### src/rtl/kpw_judge.sv
module kpw_judge #(
  parameter int CNT_W = 16
) (
  input  logic             clk,
  input  logic             rst_n,
  input  logic             chk_i,
  input  logic [CNT_W-1:0] cap_i,
  input  logic [CNT_W-1:0] lo_i,
  input  logic [CNT_W-1:0] hi_i,
  output logic             en_o
);
  logic             primed_q;
  logic [CNT_W-1:0] prev_q;
  logic [CNT_W-1:0] diff;
  logic             fresh, in_win;

  assign diff   = cap_i - prev_q;
  assign fresh  = (cap_i != prev_q);
  assign in_win = (diff >= lo_i) && (diff <= hi_i);

  always_ff @(posedge clk or negedge rst_n) begin
    if (!rst_n) begin
      primed_q <= 1'b0;
      prev_q   <= '0;
      en_o     <= 1'b0;
    end else if (chk_i) begin
      if (!primed_q) begin
        primed_q <= 1'b1;
        prev_q   <= cap_i;
      end else if (fresh) begin
        prev_q <= cap_i;
        en_o   <= in_win;
      end
    end
  end

  AST_EN_ONLY_AT_CHECK: assert property (@(posedge clk) disable iff (!rst_n)
    !chk_i |=> $stable(en_o));
  AST_FIRST_RECORD: assert property (@(posedge clk) disable iff (!rst_n)
    (chk_i && !primed_q) |=> (!en_o && $stable(en_o)));
  AST_NO_EDGE_HOLD: assert property (@(posedge clk) disable iff (!rst_n)
    (chk_i && primed_q && cap_i == prev_q) |=> $stable(en_o));
  AST_ACCEPT: assert property (@(posedge clk) disable iff (!rst_n)
    (chk_i && primed_q && fresh && (CNT_W'(cap_i - prev_q) >= lo_i)
     && (CNT_W'(cap_i - prev_q) <= hi_i)) |=> en_o);
  AST_REJECT: assert property (@(posedge clk) disable iff (!rst_n)
    (chk_i && primed_q && fresh && ((CNT_W'(cap_i - prev_q) < lo_i)
     || (CNT_W'(cap_i - prev_q) > hi_i))) |=> !en_o);
endmodule

### config.mk
export PLATFORM = sky130hd
export DESIGN_NAME = kpw_judge
export DESIGN_NICKNAME = d
export VERILOG_FILES = /design/src/rtl/kpw_judge.sv
export SDC_FILE = /design/constraint.sdc
export NUM_CORES = 1
export LEC_CHECK = 0
export BUFFER_PORTS_ARGS = -buffer_cell sky130_fd_sc_hd__buf_2
export CORE_ASPECT_RATIO = 1.25
export CORE_MARGIN = 2
export CORE_UTILIZATION = 45
export DETAILED_ROUTE_END_ITERATION = 10
export PLACE_DENSITY_LB_ADDON = 0.3
export SLEW_MARGIN = 20
export SYNTH_ARGS = -nofsm -noshare
export SYNTH_HDL_FRONTEND = slang
export SYNTH_SLANG_ARGS = --single-unit
### constraint.sdc
create_clock -name clk -period 3.31 [get_ports clk]
set_input_delay 0.1655 -clock clk [delete_from_list [all_inputs] [get_ports clk]]
set_output_delay 0.1655 -clock clk [all_outputs]
set_load 0.005 [all_outputs]
# After elaboration in Yosys (flattened, before gate mapping)
# Index checks and enable logic that the tools add are counted.
# classes
reduce_logical	3
mux	2
order_cmp	2
n_addsub	1
eq_ne	2
# ops
op	count
16-bit 2-to-1 mux	2
16-bit greater-or-equal comparator	1
16-bit <= comparator	1
16-bit inequality test	1
16-bit subtractor	1
3-bit AND reduction	1
2-bit by 1-bit inequality test with 1-bit output, second input constant	1
2-bit AND reduction	1
1-bit logical AND	1
# word_totals
output_inout_bits	1
regBits	18
elab_cells	13
input_bits	51

# Logic depth before layout (Yosys ltp)
# Gate-level depths: netlist of the first run.
# logic_depth
ltp_word	3
ltp_mapped	16
ltp_nobuf	16

# Least setup slack after synthesis of the first run
# No wires, ideal clock.
# synth_timing
path_kind	reg2reg
startpoint	register prev_q[7]
endpoint	register en_o
required_ns	3.191
setup_ns	0.119
slack_ns	-0.062
path_stages_with_launch	15
arrival_ns	3.252
n_path_buf	0
period_less_slack_ns	3.372
path_cell_list	dfrtp_1 -> inv_1 -> ha_1 -> a21o_1 -> or3_1 -> o21ai_2 -> o21bai_2 -> or4b_1 -> and3_1 -> ha_1 -> nand4_1 -> or4_1 -> o221ai_1 -> o211a_1 -> nor3_1
# synth_between
elab_chain_len	3
elab_cells_between_ends	6
classes_between	add/sub: 1; order compare: 2; eq/ne: 1; reduce/logical: 2
# synth_rtl
item	line_no	text
start: declaration	13	logic [CNT_W-1:0] prev_q;
start signal: assignment	29	prev_q <= cap_i;
start signal: assignment	31	prev_q <= cap_i;
16-bit subtractor	17	assign diff = cap_i - prev_q;
16-bit greater-or-equal comparator / 16-bit <= comparator (equally long branches)	19	assign in_win = (diff >= lo_i) && (diff <= hi_i);
1-bit logical AND	19	
end signal: assignment	32	en_o <= in_win;
end: declaration	10	output logic en_o
# Several ways; a longest one is shown, not always the timed one.
# A chain may end at the register's enable or synchronous reset.

# Final worst setup path of the first run
# Ends and elaborated chain as after synthesis.

==> results of run 1 <==
power by group:
group | leakage (uW) | switching [uW] | internal [uW]
logic | 0.00138 | 356 | 360
registers | 0.000209 | 11.1 | 243
clock network | 0.0000288 | 83.3 | 106
area by class of cell:
cell class	count	share of cell area, %
Multi-Input combinational cell	207	58.0
Tap cell	62	2.60
Sequential cell	18	15.1
Clock buffer	4	1.84
Timing Repair Buffer	80	15.9
Inverter	52	6.54
per-stage QoR:
stage / hold slack, ns / setup WS, ns
final: 0.144 / -0.0896
after global routing: 0.153 / -0.302
after CTS: 0.142 / -0.0802
after detailed placement: 0.136 / -0.177
after global placement: 0.133 / -0.151
after floorplan: -0.130 / -0.0294
critical path: cells and delay by family, from the launching register on:
family / cells / cell delay, ns
fa+ha+maj: 2 / 0.46
simple gates: 6 / 1.58
compound gates: 5 / 0.79
flops: 1 / 0.40
buf+inv: 1 / 0.07
worst max path at each step:
| stage | startpoint | end | slack (ns) | cells past startpoint |
|---|---|---|---|---|
| final | prev_q[7]$_DFFE_PN0P_ | en_o$_DFFE_PN0P_ | -0.09 | 14 |
| after global routing | prev_q[9]$_DFFE_PN0P_ | en_o$_DFFE_PN0P_ | -0.30 | 14 |
| after CTS | prev_q[1]$_DFFE_PN0P_ | en_o$_DFFE_PN0P_ | -0.08 | 14 |
| after detailed placement | prev_q[9]$_DFFE_PN0P_ | en_o$_DFFE_PN0P_ | -0.18 | 14 |
| after global placement | prev_q[9]$_DFFE_PN0P_ | en_o$_DFFE_PN0P_ | -0.15 | 14 |
| after floorplan | prev_q[7]$_DFFE_PN0P_ | en_o$_DFFE_PN0P_ | -0.03 | 14 |
cell families (layout without fill, tap and decap cells):
family | count (synthesis) | in the layout | synth area share [%]
AO/OA/AOI/OAI | 69 | 69 | 20.2
adder cells (fa/ha/maj) | 48 | 48 | 26.1
multiplexers | 15 | 15 | 7.19
flip-flops | 18 | 18 | 19.3
buffers and inverters | 56 | 136 | 9.23
XOR/XNOR | 9 | 9 | 3.38
AND/OR/NAND/NOR | 66 | 66 | 14.6
Yosys cell counts, drive strengths merged (2+ instances only):
library cell,count
a221oi,2
o21bai,2
ha,47
and3,4
nand4,5
and4,3
nor2b,3
o21a,5
dfrtp,18
or3,2
buf,3
nor3,5
o211ai,2
a21oi,21
inv,52
o21ai,11
a31oi,2
o31a,2
nand2,15
a211oi,3
mux2,14
xor2,2
or2,2
o221ai,2
o31ai,2
nor2,14
nand3,9
a21o,5
xnor2,7
metal layers:
layer	global-route usage (%)	vias to the layer above
met3	1.74	5
met5	0	-
li1	-	1165
met4	4.91	0
met1	23.8	973
met2	32.2	43
registers in the layout (all words and copies together), names as in the netlist:
signal    flops
en_o          1
prev_q       16
primed_q      1
timing repair:
action / 4_1_cts / 5_1_grt
setup endpoints to repair: 1 / 1
gates resized for setup: 6 / 7
setup buffers: 0 / 1
hold endpoints to repair: 18 / 0
hold buffers: 1 / 0
pin swaps: 1 / 1
==> impl_metrics.yaml, run 1 <==
run_status:
  status: "finished, violations left"
  violations: "setup timing"
hold_path:
  worst_hold_path.endpoint: "prev_q[12]$_DFFE_PN0P_"
  holdCritPathClass: "input port to register"
  min_from: "cap_i[12]"
  cell_depth_of_the_worst_min_delay_path: 2
layout:
  combined_area_of_the_multi_input_logic_cells_sq_um: 1730
  drive_above_1_share_pct: 32.1
  antenna_cells_inserted: 0
  instances_no_fill: 423
  nets: 461
  syn2layout_area_growth_pct: 28.1
  top_library_cells_by_usage_in_the_layout_fill_and_taps_aside: "51 x sky130_fd_sc_hd__inv_1, 51 x sky130_fd_sc_hd__buf_2, 45 x sky130_fd_sc_hd__ha_1"
  fin_area_sq_um: 2990
  finalCoreUtilization_pct: 59.2
  register_area_sq_um: 450
  fillers: 464
placed_design:
  io_buffer_count: 51
  placedInstanceArea_sq_um: 2860
  placed_cells_incl_taps: 417
  dp_hpwl_um: 4370
  gp_congestion: 0.874
logic_synthesis:
  synthesis.yosys.warnings: 0
  synthCells: 281
  synth.net_count: 380
  distinct_cell_type_count_after_synthesis: 53
  synth_sequential_area_ratio_pct: 19.3
  synth.ff_latch_count: 18
  synth_largest_area_cell: "sky130_fd_sc_hd__ha_1"
  synth_enable_flop_cells: 0
  post-synth-top-area-fraction_pct: 25.2
  synth_async_sr_flop_share_pct: 100
  synth_ff_type: "sky130_fd_sc_hd__dfrtp_1"
  synth_area_leaders: "sky130_fd_sc_hd__ha_1 25%, sky130_fd_sc_hd__dfrtp_1 19%, sky130_fd_sc_hd__inv_1 8.4%, sky130_fd_sc_hd__mux2_2 6.8%, sky130_fd_sc_hd__a21oi_1 4.5%"
  netlist_area_sq_um: 2330
  postSynthAreaPerCell_sq_um: 8.30
critical_path:
  r2r.worst_path.cells: 14
  cpMaxStageDelayCell: "sky130_fd_sc_hd__or4b_1"
  maximum_fanout_along_the_worst_path: 4
  data_required_time_at_the_worst_endpoint_ns: 3.47
  worst-r2r-setup-slack_ns: -0.09
  worst_r2r_endpoint: "en_o$_DFFE_PN0P_"
  worst_setup_path_start_kind: "register"
  worst_path_largest_cell_delay_ns: 0.46
  reg2reg_from: "prev_q[7]$_DFFE_PN0P_"
  cp.arrival_ns: 3.56
  crit_path_cell_trace: "inv_2, ha_4, a21o_1, or3_4, o21ai_2, o21bai_2, or4b_1, and3_4, ha_4, nand4_1, or4_4, o221ai_2, o211a_1, nor3_1"
  timing.setup.critical_path_class: "register to register"
  crit_path_frequent_cell: "sky130_fd_sc_hd__ha_4"
  timing.critical_path.to_type: "register"
sta:
  fmax_mhz: 294
  slew_viol_final: 0
  postLayoutSetupSlackWorst_ns: -0.0896
  ratio_of_final_minimum_period_to_clock_period_pct: 103
  worst_clock_skew_ns: 0.0106
  timing.max_slew.rel_slack_pct: 68.4
  finalHoldViolCount: 0
  final_critical_period_ns: 3.40
  finalSetupTns_ns: -0.0896
  unrepaired_setup_endpoints_after_global_routing: "true"
  worstMarginPinSlew_ns: 0.473
  finalSetupViolations: 1
clock_tree:
  clk_root_buffer_cell: "sky130_fd_sc_hd__clkbuf_8"
  cts_num_sinks: 18
  cts_max_path_buffers: 2
  clkTransAtPathRegs_ns: 0.08
  clock_latency_ns: 0.27
  clock_tree.htree_level_count: 1
  cts_buffers: 3
  tritoncts: "yes"
pwr:
  cellPowerDensity_nw_per_um2: 389
  p_leak_uw: 0.00162
  design_power_total_uw: 1160
  ir_worst_vdd_mv: 0.238
grt:
  gr-usage-all-layers_pct: 18.5
  antenna_found_initial: 0
  pin_count_of_the_biggest_net_entering_global_routing: 19
  gr-total-overflow: 0
  grt_pass1_vias: 2039
  grt_first_pass_wirelength_um: 8440
floorplan:
  core_area_sq_um: 5040
  die_width_um: 68.4
  floorplan.initialDensity_pct: 46.2
  die_y_um: 84.5
  top_level_ports: 52
  overall_die_area_sq_um: 5780
  rows: 29
routing:
  drt_iter0_markers: 72
  top_layer_used: "met4"
  vias: 2186
  drt.antenna.violating_nets: 0
  routed_wirelength_um: 5160
  route.detailed.drc: 0
  drt_pass1_iterations: 4
  vias_per_cell: 5.17
  wl_met1_um: 2380
  met3RoutedLength_um: 181
  route.met2.wl_um: 2560
  routed_wire_length_per_instance_um: 12.2
run:
  max_cap_viol_count: 0
(Power assumes the default switching activity.)
==> run 2: changes to the inputs <==
--- a/config.mk
+++ b/config.mk
@@ -8,7 +8,7 @@
 export BUFFER_PORTS_ARGS = -buffer_cell sky130_fd_sc_hd__buf_2
 export CORE_ASPECT_RATIO = 1.25
 export CORE_MARGIN = 2
-export CORE_UTILIZATION = 45
+export CORE_UTILIZATION = 50
 export DETAILED_ROUTE_END_ITERATION = 10
 export PLACE_DENSITY_LB_ADDON = 0.3
 export SLEW_MARGIN = 20
==> run 2 against run 1 <==
The run still ends with setup timing left; register-to-register slack improved by 0.04 ns; flip-flop and latch count unchanged; clock power decreased by 3%; combinational power increased by 10%; critical path depth increased by 3; critical endpoint unchanged; hold slack improved by 0.0069 ns; design area increased by 4.7%; global-route usage increased by 3.3 points.
==> impl_metrics.yaml, run 2 (synthesis results as in run 1) <==
run_status:
  status: "finished, violations left"
  violations: "setup timing"
layout:
  top_library_cells_by_usage_in_the_layout_fill_and_taps_aside: "51 x sky130_fd_sc_hd__inv_1, 51 x sky130_fd_sc_hd__buf_2, 41 x sky130_fd_sc_hd__ha_1"
  largest-register: "prev_q"
  antenna_cells_inserted: 0
  syn2layout_area_growth_pct: 34.1
  flip_flop_count_of_the_largest_register_after_layout: 16
  instances_no_fill: 423
  reg.largest.list: "prev_q (16), en_o (1), primed_q (1)"
  drive_above_1_share_pct: 36.7
  nets: 465
routing:
  vias: 2262
  drt.antenna.violating_nets: 0
  route.detailed.drc: 0
  vias_per_cell: 5.35
  routed_wirelength_um: 5540
  drt_iter0_markers: 89
  routed_wire_length_per_instance_um: 13.1
  drt_pass1_iterations: 4
critical_path:
  critPathBufInv: 3
  cp.arrival_ns: 3.51
  crit_path_cell_trace: "inv_1, ha_4, a21o_1, a221o_1, or3_4, o221ai_4, buf_4, nand3_1, o311ai_2, buf_4, ha_1, a21o_1, a21o_1, a21oi_2, nand2_1, a21oi_2, nor3_2"
  worstSetupPathDepth: 17
  crit_path_frequent_cell: "sky130_fd_sc_hd__a21o_1"
  timing.setup.critical_path_class: "register to register"
  timing.critical_path.max_delay_family: "compound AO/OA/AOI/OAI gates"
  data_required_time_at_the_worst_endpoint_ns: 3.46
  timing.critical_path.to_type: "register"
  cpMaxStageDelayCell: "sky130_fd_sc_hd__dfrtp_1"
  r2r.worst_path.cells: 17
  worst_path_largest_cell_delay_ns: 0.37
  maximum_fanout_along_the_worst_path: 3
  worst_setup_path_start_kind: "register"
clock_tree:
  clk_root_buffer_cell: "sky130_fd_sc_hd__clkbuf_8"
  clock_latency_ns: 0.26
  clkTransAtPathRegs_ns: 0.07
  cts_buffers: 3
  cts_max_path_buffers: 2
  cts_num_sinks: 18
  clock_tree.htree_level_count: 1
  tritoncts: "yes"
floorplan:
  floorplan.initialDensity_pct: 52.3
  die_y_um: 80.4
  rows: 27
  top_level_ports: 52
  die_width_um: 65.1
  core_area_sq_um: 4460
  overall_die_area_sq_um: 5230
grt:
  grt_pass1_vias: 2133
  grt_first_pass_wirelength_um: 8960
  gr-usage-all-layers_pct: 21.8
  antenna_found_initial: 0
  pin_count_of_the_biggest_net_entering_global_routing: 19
  gr-total-overflow: 0
sta:
  finalHoldViolCount: 0
  timing.max_slew.rel_slack_pct: 65.5
  unrepaired_setup_endpoints_after_global_routing: "true"
  final_critical_period_ns: 3.36
  fmax_mhz: 298
  finalSetupTns_ns: -0.0484
  postLayoutSetupSlackWorst_ns: -0.0484
  finalSetupViolations: 1
  worstMarginPinSlew_ns: 0.514
  worst_clock_skew_ns: 0.00575
  slew_viol_final: 0
  ratio_of_final_minimum_period_to_clock_period_pct: 101
pwr:
  ir_worst_vdd_mv: 0.297
  cellPowerDensity_nw_per_um2: 393
  p_leak_uw: 0.00165
hold_path:
  cell_depth_of_the_worst_min_delay_path: 2
  holdCritPathClass: "input port to register"
placed_design:
  io_buffer_count: 51
  gp_congestion: 0.876
  pre_cts_ws_ns: -0.180
  placed_cells_incl_taps: 414
  dp_hpwl_um: 4390
run:
  max_cap_viol_count: 0
run 2: changes by cell type in the layout (fill, tap and decap cells not counted), sizes merged:
cell	before	now
buf	79	83
run 2: what timing repair did:
action | CTS | global route
hold buffers | 1 | 0
endpoints found under the hold margin | 18 | 0
gates resized for setup | 15 | 14
buffers inserted | 1 | 3
endpoints found under the setup margin | 1 | 1
pin swaps | 3 | 6
run 2: layout make-up:
class	count	area, sq um
Sequential cell	18	450
Timing Repair Buffer	84	505
Fill cell	371	1330
Tap cell	58	72.6
Clock buffer	4	55.1
Multi-Input combinational cell	207	1850
Inverter	52	195
run 2: worst reg2reg max path: cells and delay by family (launching register included):
| kind | cells | cell delay, ns |
|---|---|---|
| compound gates | 8 | 1.43 |
| buf+inv | 3 | 0.41 |
| flops | 1 | 0.37 |
| simple gates | 4 | 0.58 |
| fa+ha+maj | 2 | 0.45 |
run 2: per-stage QoR:
| stage | utilization, % | hold slack (ns) | power [uW] | area, sq um |
|---|---|---|---|---|
| 4_1_cts | 67.7 | 0.150 | 1180 | 3020 |
| 5_1_grt | 70.1 | 0.155 | 1340 | 3130 |
| 6_report | 70.1 | 0.150 | 1230 | 3130 |
| 3_3_place_gp | 64.2 | 0.130 | 923 | 2860 |
| 2_1_floorplan | - | -0.130 | 709 | 2340 |
| 3_5_place_dp | 64.2 | 0.129 | 946 | 2860 |
run 2: path summary, 6_finish.rpt:
path	from	to	slack, ns
worst max-delay path	prev_q[6]$_DFFE_PN0P_	en_o$_DFFE_PN0P_	-0.05
worst min-delay path	cap_i[12]	prev_q[12]$_DFFE_PN0P_	0.15
worst max register to register	prev_q[6]$_DFFE_PN0P_	en_o$_DFFE_PN0P_	-0.05
worst min register to register	prev_q[0]$_DFFE_PN0P_	prev_q[0]$_DFFE_PN0P_	0.50
max in group asynchronous	rst_n	prev_q[6]$_DFFE_PN0P_	2.65
min in group asynchronous	rst_n	prev_q[8]$_DFFE_PN0P_	0.36
run 2: where the power goes:
group          total [uW]  internal (uW)  switching, uW
Combinational         791            399            392
Clock                 184            106           77.9
Sequential            255            244           11.8
Total                1230            748            482
run 2: per-layer routing:
layer / GRT usage, % / vias to the layer above / part of all wire (%)
li1: - / 1173 / -
met1: 26.1 / 1027 / 46
met2: 40.4 / 53 / 49
met3: 1.96 / 9 / 3.2
met4: 7.29 / 0 / 1.7
met5: 0 / - / 0
==> run 3: changes to the inputs <==
--- a/config.mk
+++ b/config.mk
@@ -11,6 +11,7 @@
 export CORE_UTILIZATION = 50
 export DETAILED_ROUTE_END_ITERATION = 10
 export PLACE_DENSITY_LB_ADDON = 0.3
+export RECOVER_POWER = 50
 export SLEW_MARGIN = 20
 export SYNTH_ARGS = -nofsm -noshare
 export SYNTH_HDL_FRONTEND = slang
==> run 3 against run 2 <==
Total power about the same; utilization about the same; design area about the same; hold slack unchanged; largest power group unchanged; clock-buffer cell count unchanged; the run still ends with setup timing left; clock skew unchanged; largest cell class unchanged.
==> impl_metrics.yaml, run 3 (synthesis results as in run 1) <==
layout:
  antenna_cells_inserted: 0
  commonest_non_fill_non_tap_cell_in_the_layout: "sky130_fd_sc_hd__inv_1"
  top_library_cells_by_usage_in_the_layout_fill_and_taps_aside: "51 x sky130_fd_sc_hd__inv_1, 50 x sky130_fd_sc_hd__buf_2, 41 x sky130_fd_sc_hd__ha_1"
  finalCoreUtilization_pct: 70.1
  flip_flop_count_of_the_largest_register_after_layout: 16
  syn2layout_area_growth_pct: 34.0
  fin_area_sq_um: 3130
  largest-register: "prev_q"
  fillers: 369
  reg.largest.list: "prev_q (16), en_o (1), primed_q (1)"
  drive_above_1_share_pct: 36.4
  nets: 465
  instances_no_fill: 423
critical_path:
  maximum_fanout_along_the_worst_path: 3
  worst-r2r-setup-slack_ns: -0.05
  timing.setup.critical_path_class: "register to register"
  worst_setup_path_start_kind: "register"
  worst_setup_path_endpoint: "en_o$_DFFE_PN0P_"
  cpMaxStageDelayCell: "sky130_fd_sc_hd__dfrtp_1"
  crit_start: "prev_q[6]$_DFFE_PN0P_"
  worst_path_largest_cell_delay_ns: 0.37
  cp.arrival_ns: 3.51
  worst_r2r_endpoint: "en_o$_DFFE_PN0P_"
  data_required_time_at_the_worst_endpoint_ns: 3.46
  reg2reg_from: "prev_q[6]$_DFFE_PN0P_"
  crit_path_cell_trace: "inv_1, ha_4, a21o_1, a221o_1, or3_4, o221ai_4, buf_4, nand3_1, o311ai_2, buf_4, ha_1, a21o_1, a21o_1, a21oi_2, nand2_1, a21oi_2, nor3_2"
  r2r.worst_path.cells: 17
  crit_path_frequent_cell: "sky130_fd_sc_hd__a21o_1"
  timing.critical_path.to_type: "register"
grt:
  gr-total-overflow: 0
  antenna_found_initial: 0
  grt_pass1_vias: 2133
  pin_count_of_the_biggest_net_entering_global_routing: 19
  grt_first_pass_wirelength_um: 8960
  gr-usage-all-layers_pct: 21.8
sta:
  worst_clock_skew_ns: 0.00575
  timing.max_slew.rel_slack_pct: 33.7
  unrepaired_setup_endpoints_after_global_routing: "true"
  slew_viol_final: 0
  final.hold.worst_slack_ns: 0.150
  finalSetupViolations: 1
  postLayoutSetupSlackWorst_ns: -0.0484
  final_critical_period_ns: 3.36
  fmax_mhz: 298
  ratio_of_final_minimum_period_to_clock_period_pct: 101
  worstMarginPinSlew_ns: 0.995
  finalHoldViolCount: 0
pwr:
  ir_worst_vdd_mv: 0.296
  design_power_total_uw: 1230
  cellPowerDensity_nw_per_um2: 394
  p_leak_uw: 0.00165
clock_tree:
  tritoncts: "yes"
  clock_tree.htree_level_count: 1
  clk_root_buffer_cell: "sky130_fd_sc_hd__clkbuf_8"
  cts_max_path_buffers: 2
  clock_latency_ns: 0.26
  clkTransAtPathRegs_ns: 0.07
  cts_num_sinks: 18
  cts_buffers: 3
floorplan:
  top_level_ports: 52
  overall_die_area_sq_um: 5230
  floorplan.initialDensity_pct: 52.3
  die_y_um: 80.4
  die_width_um: 65.1
  rows: 27
  core_area_sq_um: 4460
routing:
  routed_wirelength_um: 5540
  routed_wire_length_per_instance_um: 13.1
  vias: 2262
  route.detailed.drc: 0
  drt_iter0_markers: 89
  vias_per_cell: 5.35
  drt_pass1_iterations: 4
  drt.antenna.violating_nets: 0
placed_design:
  gp_congestion: 0.876
  placed_cells_incl_taps: 414
  placedInstanceArea_sq_um: 2860
  dp_hpwl_um: 4390
  io_buffer_count: 51
run_status:
  violations: "setup timing"
  status: "finished, violations left"
run:
  max_cap_viol_count: 0
hold_path:
  holdCritPathClass: "input port to register"
## run 3: cell types whose count changed in the layout (fill, tap and decap cells not counted)
cell | previous run | this run
sky130_fd_sc_hd__clkbuf_1 | 0 | 1
sky130_fd_sc_hd__buf_2 | 51 | 50
## run 3: report_power, final
group / switching (uW) / total, uW / internal (uW)
clock network: 77.9 / 184 / 106
logic: 392 / 791 / 399
registers: 11.8 / 255 / 244
## run 3: worst min-delay path by stage
| stage | slack, ns | startpoint | cells past startpoint | to |
|---|---|---|---|---|
| finish | 0.15 | cap_i[12] | 2 | prev_q[12]$_DFFE_PN0P_ |
| global route | 0.15 | cap_i[12] | 2 | prev_q[12]$_DFFE_PN0P_ |
| CTS | 0.15 | cap_i[12] | 2 | prev_q[12]$_DFFE_PN0P_ |
| detailed placement | 0.13 | rst_n | 1 | prev_q[2]$_DFFE_PN0P_ |
| global placement | 0.13 | rst_n | 1 | prev_q[2]$_DFFE_PN0P_ |
| floorplan | -0.13 | rst_n | 0 | en_o$_DFFE_PN0P_ |
## run 3: cell type report
class                           instances  area [sq um]  area share (%)
Tap cell                               58          72.6            2.32
Sequential cell                        18           450            14.4
Timing Repair Buffer                   84           504            16.1
Clock buffer                            4          55.1            1.76
Inverter                               52           195            6.24
Multi-Input combinational cell        207          1850            59.1
## run 3: timing repair
item | 4_1_cts | 5_1_grt
buffers inserted | 1 | 3
hold buffers | 1 | 0
endpoints found under the setup margin | 1 | 1
resized for setup | 15 | 14
pin swaps | 3 | 6
hold endpoints to repair | 18 | 0
## run 3: layer usage
metal,share of wire [%],GRT usage (%),vias up
met5,0,0,-
met4,1.7,7.29,0
met3,3.2,1.96,9
met2,49,40.4,53
met1,46,26.1,1027
li1,-,-,1173
## run 3: metrics by stage
| stage | worst slack [ns] | TNS [ns] |
|---|---|---|
| 6_report | -0.0484 | -0.0484 |
| 5_1_grt | -0.235 | -0.235 |
| 4_1_cts | -0.0482 | -0.0482 |
| 3_5_place_dp | -0.180 | -0.180 |
| 3_3_place_gp | -0.0682 | -0.0682 |
| 2_1_floorplan | -0.0294 | -0.0294 |
## run 3: worst max-delay path: cells and delay by family (launching register included)
kind	cells	cell delay, ns
AOI/OAI and AO/OA	8	1.43
and+or+nand+nor	4	0.58
DFF	1	0.37
buffers and inverters	3	0.41
adders and majority gates	2	0.45
